### config.mk
export PLATFORM = sky130hd
export DESIGN_NAME = pd_entry_ctrl
export DESIGN_NICKNAME = d
export VERILOG_FILES = /design/src/rtl/pd_entry_pkg.sv /design/src/rtl/pd_gap_timer.sv /design/src/rtl/pd_fsm.sv /design/src/rtl/pd_entry_ctrl.sv
export SDC_FILE = /design/constraint.sdc
export NUM_CORES = 1
export LEC_CHECK = 0
export ABC_AREA = 1
export ABC_CLOCK_PERIOD_IN_PS = 4450
export CAP_MARGIN = 20
export CORE_ASPECT_RATIO = 1.1
export CORE_MARGIN = 1
export CORE_UTILIZATION = 35
export CTS_CLUSTER_SIZE = 20
export DETAILED_ROUTE_END_ITERATION = 10
export DONT_BUFFER_PORTS = 1
export PLACE_DENSITY = 0.45
export SYNTH_ARGS = -nofsm -noshare
export SYNTH_HDL_FRONTEND = slang
export SYNTH_SLANG_ARGS = --single-unit
### constraint.sdc
create_clock -name clk -period 4.45 [get_ports clk]
set_input_delay 0.6675 -clock clk [delete_from_list [all_inputs] [get_ports clk]]
set_output_delay 0.6675 -clock clk [all_outputs]
set_load 0.005 [all_outputs]
### src/rtl/pd_entry_pkg.sv
package pd_entry_pkg;

  typedef enum logic [3:0] {
    OP_NOP = 4'd0, OP_ACT = 4'd1, OP_PRE = 4'd2, OP_REF = 4'd3,
    OP_RD  = 4'd4, OP_RDA = 4'd5, OP_WR  = 4'd6, OP_WRA = 4'd7,
    OP_MRS = 4'd8, OP_MPR = 4'd9, OP_ZQ  = 4'd10
  } pd_op_e;

  typedef enum logic [2:0] {
    PD_IDLE   = 3'd0,
    PD_WAIT   = 3'd1,
    PD_ACTIVE = 3'd2,
    PD_PRECHG = 3'd3,
    PD_EXIT   = 3'd4
  } pd_state_e;

  // Cycles from a command edge to the earliest edge with clock enable low.
  function automatic int unsigned entry_gap(input logic [3:0] op, input logic chop,
                                            input int unsigned rl, input int unsigned wl,
                                            input int unsigned wr, input int unsigned mod_cyc);
    int unsigned burst;
    burst = chop ? 32'd2 : 32'd4;
    case (op)
      OP_NOP:        return 0;
      OP_RD, OP_RDA: return rl + 5;
      OP_WR:         return wl + burst + wr;
      OP_WRA:        return wl + burst + wr + 1;
      OP_MRS:        return mod_cyc;
      default:       return 1;
    endcase
  endfunction

  // DLL relock window: larger of 10 cycles and 24 ns rounded up to cycles.
  function automatic int unsigned dll_exit_cycles(input int unsigned clk_ps);
    int unsigned ns_cyc;
    ns_cyc = (24000 + clk_ps - 1) / clk_ps;
    return (ns_cyc > 10) ? ns_cyc : 10;
  endfunction

endpackage

### src/rtl/pd_gap_timer.sv
module pd_gap_timer #(
  parameter int CNT_W = 8
) (
  input  logic             clk,
  input  logic             rst_n,
  input  logic             load,
  input  logic [CNT_W-1:0] gap,
  output logic             drained
);
  logic [CNT_W-1:0] cnt, cnt_dec, gap_m1;

  assign cnt_dec = (cnt == '0) ? '0 : cnt - CNT_W'(1);
  assign gap_m1  = (gap == '0) ? '0 : gap - CNT_W'(1);
  assign drained = (cnt == '0);

  always_ff @(posedge clk) begin
    if (!rst_n)                        cnt <= '0;
    else if (load && gap_m1 > cnt_dec) cnt <= gap_m1;
    else                               cnt <= cnt_dec;
  end
endmodule

### src/rtl/pd_fsm.sv
module pd_fsm
  import pd_entry_pkg::*;
#(
  parameter int CPDED_CYC = 2,
  parameter int XP_CYC    = 3,
  parameter int XPDLL_CYC = 10
) (
  input  logic      clk,
  input  logic      rst_n,
  input  logic      entry_grant,
  input  logic      pd_req,
  input  logic      banks_open,
  input  logic      slow_exit,
  input  logic      wake_req,
  output pd_state_e state,
  output logic      cke,
  output logic      force_nop,
  output logic      dll_off,
  output logic      exit_take
);
  localparam int TW = $clog2(CPDED_CYC + XP_CYC + XPDLL_CYC + 1) + 1;

  logic [TW-1:0] tmr, tmr_nxt;
  pd_state_e     nxt;
  logic          slow_q, in_pd;

  assign in_pd     = (state == PD_ACTIVE) || (state == PD_PRECHG);
  assign exit_take = in_pd && wake_req && (tmr <= TW'(1));
  assign cke       = !in_pd;
  assign force_nop = (in_pd && tmr != '0) || (state == PD_EXIT);
  assign dll_off   = (state == PD_PRECHG) && slow_q;

  always_comb begin
    nxt     = state;
    tmr_nxt = (tmr == '0) ? tmr : tmr - TW'(1);
    case (state)
      PD_IDLE, PD_WAIT: begin
        if (entry_grant) begin
          nxt     = banks_open ? PD_ACTIVE : PD_PRECHG;
          tmr_nxt = TW'(CPDED_CYC);
        end else begin
          nxt = pd_req ? PD_WAIT : PD_IDLE;
        end
      end
      PD_ACTIVE, PD_PRECHG: begin
        if (exit_take) begin
          nxt     = PD_EXIT;
          tmr_nxt = (state == PD_PRECHG && slow_q) ? TW'(XPDLL_CYC - 1) : TW'(XP_CYC - 1);
        end
      end
      PD_EXIT: if (tmr == '0) nxt = PD_IDLE;
      default: nxt = PD_IDLE;
    endcase
  end

  always_ff @(posedge clk) begin
    if (!rst_n) begin
      state  <= PD_IDLE;
      tmr    <= '0;
      slow_q <= 1'b0;
    end else begin
      state <= nxt;
      tmr   <= tmr_nxt;
      if (entry_grant && !in_pd) slow_q <= slow_exit && !banks_open;
    end
  end
endmodule

### src/rtl/pd_entry_ctrl.sv
module pd_entry_ctrl
  import pd_entry_pkg::*;
#(
  parameter int CFG_W     = 5,
  parameter int CNT_W     = 8,
  parameter int CLK_PS    = 4000,
  parameter int MOD_CYC   = 12,
  parameter int CPDED_CYC = 2,
  parameter int XP_CYC    = 3
) (
  input  logic             clk,
  input  logic             rst_n,
  input  logic [3:0]       cmd_op,
  input  logic             cmd_chop,
  input  logic             banks_open,
  input  logic             op_busy,
  input  logic [CFG_W-1:0] cfg_rl,
  input  logic [CFG_W-1:0] cfg_wl,
  input  logic [CFG_W-1:0] cfg_wr,
  input  logic             cfg_slow_exit,
  input  logic             pd_req,
  input  logic             wake_req,
  output logic             cke,
  output logic             force_nop,
  output logic             dll_off,
  output logic [2:0]       pd_state
);
  localparam int XPDLL_CYC = int'(dll_exit_cycles(CLK_PS));

  logic             cmd_live, gap_drained, entry_grant, exit_take;
  logic [CNT_W-1:0] cmd_gap;
  pd_state_e        state;

  assign cmd_live    = (cmd_op != OP_NOP);
  assign cmd_gap     = CNT_W'(entry_gap(cmd_op, cmd_chop, 32'(cfg_rl), 32'(cfg_wl),
                                        32'(cfg_wr), MOD_CYC));
  assign entry_grant = pd_req && !cmd_live && gap_drained && !op_busy;

  pd_gap_timer #(.CNT_W(CNT_W)) u_gap (
    .clk     (clk),
    .rst_n   (rst_n),
    .load    (cmd_live),
    .gap     (cmd_gap),
    .drained (gap_drained)
  );

  pd_fsm #(.CPDED_CYC(CPDED_CYC), .XP_CYC(XP_CYC), .XPDLL_CYC(XPDLL_CYC)) u_fsm (
    .clk         (clk),
    .rst_n       (rst_n),
    .entry_grant (entry_grant),
    .pd_req      (pd_req),
    .banks_open  (banks_open),
    .slow_exit   (cfg_slow_exit),
    .wake_req    (wake_req),
    .state       (state),
    .cke         (cke),
    .force_nop   (force_nop),
    .dll_off     (dll_off),
    .exit_take   (exit_take)
  );

  assign pd_state = state;
endmodule

; ---- Word level (Yosys, flattened, before mapping)
; Cells that the tools add are included.
[classes]
add_sub_neg = 7
n_lt_le_gt_ge = 2
n_eq_ne = 11
n_mux = 16
n_reduce_logical = 27
[op_table]
columns = cell, count
row1 = $pmux 8 s5, 1
row2 = $mux 8, 3
row3 = $eq 4x3->1 const B, 4
row4 = $logic_not 8->1, 2
row5 = $sub 8x1->8 const B, 2
row6 = $mux 5, 3
row7 = $mux 3, 4
row8 = $logic_and 1x1->1, 10
row9 = $pmux 5 s2, 1
row10 = $pmux 3 s3, 1
row11 = $add 7x1->8 const B, 1
row12 = $gt 8x8->1, 1
row13 = $add 6x5->7, 1
row14 = $add 5x3->6, 1
row15 = $add 5x3->6 const B, 1
row16 = $eq 3x2->1 const B, 2
row17 = $reduce_or 2->1, 3
row18 = $le 5x1->1 const B, 1
row19 = $logic_not 5->1, 1
row20 = $reduce_bool 5->1, 1
row21 = $sub 5x1->5 const B, 1
row22 = $eq 4x4->1 const B, 1
row23 = $logic_not 1->1, 4
row24 = $logic_not 4->1, 1
row25 = 9 further kinds, 12
[word_totals]
reg_bits = 17
in_bits = 27
out_inout_bits = 6
word_cells = 67

; ---- Depth between registers and ports, before layout
[logic_depth]
word_depth = 10
ltp_mapped = 29

; ---- Hierarchy
; From an unflattened synthesis, not the netlist that was laid out.
[hier_totals]
hier_cells = 386
hier_area_um2 = 2369.8
[modules_own_cells]
columns = module, n_inst, cells_each, area_each_um2
row1 = pd_gap_timer, 1, 177, 1076.0
row2 = pd_entry_ctrl, 1, 124, 703.2
row3 = pd_fsm, 1, 85, 590.6

; ---- Worst setup path after synthesis
; Ideal clock, no wire load.
[synth_timing]
kind = input port to flip-flop
from = in cmd_chop
to = reg u_gap.cnt[6]
setup_ps = 109
arrival_ps = 4040
required_ps = 4341
slack_ps = 301
cell_stages = 27
n_path_buf = 1
path_cell_list = fa_1 > ha_1 > inv_1 > fa_1 > inv_1 > nand3_1 > nor2_1 > inv_1 > nor2_1 > nand2_1 > nand3_1 > nand2_1 > nor2_1 > nand3_2 > nand2_1 > inv_1 > ha_1 > nand2_1 > o21ai_0 > nand2_1 > o211ai_1 > nand3_1 > inv_1 > buf_2 > nand3_1 > nand2_1 > inv_1
[synth_between]
elab_chain_len = 10
word_cells_on_any_way = 11
[synth_rtl]
columns = element, line_no
row1 = from (decl), pd_entry_ctrl.sv:14  ; input logic cmd_chop,
row2 = $mux 3 *, pd_entry_pkg.sv:22  ; burst = chop ? 32'd2 : 32'd4;
row3 = $add 5x3->6 *, "pd_entry_pkg.sv:26, pd_entry_pkg.sv:27"
row4 = $add 6x5->7 *, "pd_entry_pkg.sv:26, pd_entry_pkg.sv:27"
row5 = $add 7x1->8, pd_entry_pkg.sv:27  ; OP_WRA: return wl + burst + wr + 1;
row6 = $pmux 8 s5 *, pd_entry_pkg.sv:23  ; case (op)
row7 = $sub 8x1->8 or $logic_not 8->1 (tied branches), pd_gap_timer.sv:13  ; assign gap_m1 = (gap == '0) ? '0 : gap - CNT_W'(1);
row8 = $mux 8 *, pd_gap_timer.sv:13
row9 = $gt 8x8->1, pd_gap_timer.sv:18  ; else if (load && gap_m1 > cnt_dec) cnt <= gap_m1;
row10 = $logic_and 1x1->1, pd_gap_timer.sv:18
row11 = $mux 8 *, pd_gap_timer.sv:18
row12 = to (signal assigned), pd_gap_timer.sv:18
row13 = to (signal assigned), pd_gap_timer.sv:19  ; else cnt <= cnt_dec;
row14 = to (decl), pd_gap_timer.sv:10  ; logic [CNT_W-1:0] cnt, cnt_dec, gap_m1;
; Every way passes the cells marked *; elsewhere a longest branch is shown, timed or not.
; A chain may end at the register's enable or synchronous reset.

; ---- Worst setup path after layout
[layout_timing]
from = in cmd_chop
to = reg u_gap.cnt[7]
; Same word-level chain as after synthesis.

==> results.cfg <==
[status]
status = finished, final reports clean

[setup_path]
crit_required_ns = 4.62
worstPathMaxFanout = 7
max_stage_delay_ns = 0.52
cp_cell_sequence = fa_1, ha_1, inv_1, fa_1, inv_1, nand2_1, nor2_1, nand3_1, nor2_1, o21ai_0, nand3_2, nand2_1, inv_1, ha_1, nand2_1, o21ai_0, nand2_1, o211ai_1, nand3_2, buf_4, nand2_1, nand2_1, a21oi_1
cp-end-kind = flop
r2r_cells = 20
startpoint_type = input port
critPathKind = in2reg
r2r_start = u_gap.cnt[0]$_SDFF_PN0_
crit_path_frequent_cell = nand2_1
arrival_ns = 4.30
slowest_stage = fa_1
critPathLaunch = cmd_chop

[sta]
clock-skew-final_ns = 0.00419
hold_viol_final = 0
period_needed_ns = 4.13
rsz0062_at_grt = false
worst_slew_pin_slew_ns = 0.478
fin_crit_sh = 0.928
fmax_ghz = 0.242
maxSlewViolCount = 0
setup_viol = 0
holdWs_ns = 0.461
setup_tns_ns = 0
slew_headroom = 0.680

[final_layout]
final_util = 0.397
multiInputGateArea_um2 = 1400
fin_nets = 400
register_area_um2 = 340
fill_cells = 654
drive_above_1_share = 0.0749
area_growth_pct = 7.78
fin_area_um2 = 2170
num_antenna_cells = 0

[synth]
synth.area.top_cells = dfxtp_1 17%, nand2_1 16%, ha_1 14%
synth_cells = 343
synth_top_family_by_area = simple AND/OR/NAND/NOR gates
synthMuxAreaShare = 0
synth_edf_count = 0
syn_avg_cell_area_um2 = 5.86
synth_seq_cells = 17
synth_flop_cell = dfxtp_1
syn_nets = 395
synthMostInstantiatedCell = nand2_1
ys_seq_area_frac = 0.169
synth_compound_area_frac = 0.119
ys_types = 32
yosysTopAreaCell = dfxtp_1
synth_area_um2 = 2010
synth_common_cells = 85 x nand2_1, 65 x inv_1, 41 x nor2_1
yosys.area_share.simple = 0.391
synth_top_area_share = 0.169
ys_warn_count = 0
async_flop_share = 0
synth_adder_area_share = 0.167
synth_xor_area_frac = 0.0131

[cts]
ctsHoldBuffers = 0
cts_buffers = 3
cts_setup_buffers = 0
clkLatencyLatePin_ns = 0.25
clock_path_buffers = 2
clockRootBuffer = clkbuf_8
path_clk_slew_ns = 0.07
ctsResizeCount = 0
htree_num_levels = 1
cts_tree = done
clock-sinks = 17

[drt]
wl_um = 4370
routed_via_density = 4.58
first_pass_iters = 4
ant_nets = 0
drc = 0
routedWlPerCell_um = 10.4
drt_iter0_drc = 67
via_count = 1931

[floorplan]
start_util = 0.368
fp.dieH_um = 81.5
ios = 33
dieWidth_um = 74.3
die_area_um2 = 6050
core_area_um2 = 5470
row_count = 28

[placed_design]
io_buffers = 0
place_hpwl_um = 3870
gp_congestion = 0.729
placed_cell_area_um2 = 2110

[global_route]
grt_pass1_wl_um = 7480
track_usage = 0.157
grt_overflow = 0
grt_max_degree = 13
antenna_found_initial = 0
grt_pass1_vias = 1768

[hold_path]
worstHoldPathType = reg2reg
hold_start = u_fsm.slow_q$_SDFFE_PN0P_
hold_depth = 2

[power_and_ir_drop]
peakVddDrop_uv = 146
p_per_area_nw_per_um2 = 465
p_leak_nw = 1.17

[job]
cap_violations = 0
## state kept, by name, summed over array words and instances (netlist names)
signal / flops
u_fsm.slow_q: 1
u_fsm.tmr: 5
u_fsm.state: 3
u_gap.cnt: 8
## per-layer routing
| layer | part of all wire | track usage | wire length (um) |
|---|---|---|---|
| met5 | 0 | 0 | 0 |
| met4 | 0.0089 | 0.0396 | 39 |
| met3 | 0.016 | 0.0147 | 68 |
| met2 | 0.50 | 0.286 | 2190 |
| met1 | 0.47 | 0.197 | 2080 |
## stage by stage
step	setup WS, ns	std cells	total power [mW]
after global placement	-0.0376	418	0.895
after floorplan	0.301	343	0.748
after CTS	0.230	422	1.01
after global routing	0.0169	422	1.14
final	0.320	422	1.01
after detailed placement	-0.0272	418	0.891
## cells in the final DEF (no fill, tap or decap), types with 2 or more instances in the layout
| master | n |
|---|---|
| a21oi_1 | 23 |
| o211ai_1 | 2 |
| nand2_1 | 85 |
| nor2_2 | 2 |
| a21o_1 | 2 |
| nor2_1 | 40 |
| inv_2 | 7 |
| xor2_1 | 2 |
| fa_1 | 3 |
| nor3_1 | 5 |
| nand3_2 | 3 |
| ha_1 | 22 |
| nand3_1 | 27 |
| buf_4 | 2 |
| o21ai_1 | 2 |
| inv_1 | 64 |
| dfxtp_1 | 17 |
| o21ai_0 | 14 |
| clkbuf_8 | 3 |
| nand4_1 | 6 |
| or2_2 | 3 |
## report_power, final
part | internal, mW | switching (mW)
registers | 0.195 | 0.0306
logic | 0.252 | 0.417
clock network | 0.0619 | 0.0499
## final cells by class
type	count	area share
clock inverter	1	0.00231
multi-input combinational	251	0.644
tap	75	0.0433
sequential	17	0.157
inverter	73	0.128
timing repair buffer	2	0.00693
clock buffer	3	0.0191
## kinds of logic (layout without fill, tap and decap cells)
| kind of cell | count (synthesis) | in the layout |
|---|---|---|
| adders and majority gates | 25 | 25 |
| and+or+nand+nor | 178 | 178 |
| xor gates and xnor gates | 3 | 3 |
| DFF | 17 | 17 |
| buffers and inverters | 75 | 79 |
| AOI/OAI and AO/OA | 45 | 45 |
## worst paths after layout
path                               endpoint  slack (ns)
hold / removal    u_fsm.slow_q$_SDFFE_PN0P_        0.46
setup reg to reg    u_gap.cnt[7]$_SDFF_PN0_        1.69
hold reg to reg   u_fsm.slow_q$_SDFFE_PN0P_        0.46
setup / recovery    u_gap.cnt[7]$_SDFF_PN0_        0.32
## critical path: cells and delay by family
family	cells	cell delay, ns
buf+inv	4	0.37
simple gates	11	1.02
fa+ha+maj	4	1.50
compound gates	4	0.76
No activity file was read; power rests on OpenSTA's default activity.
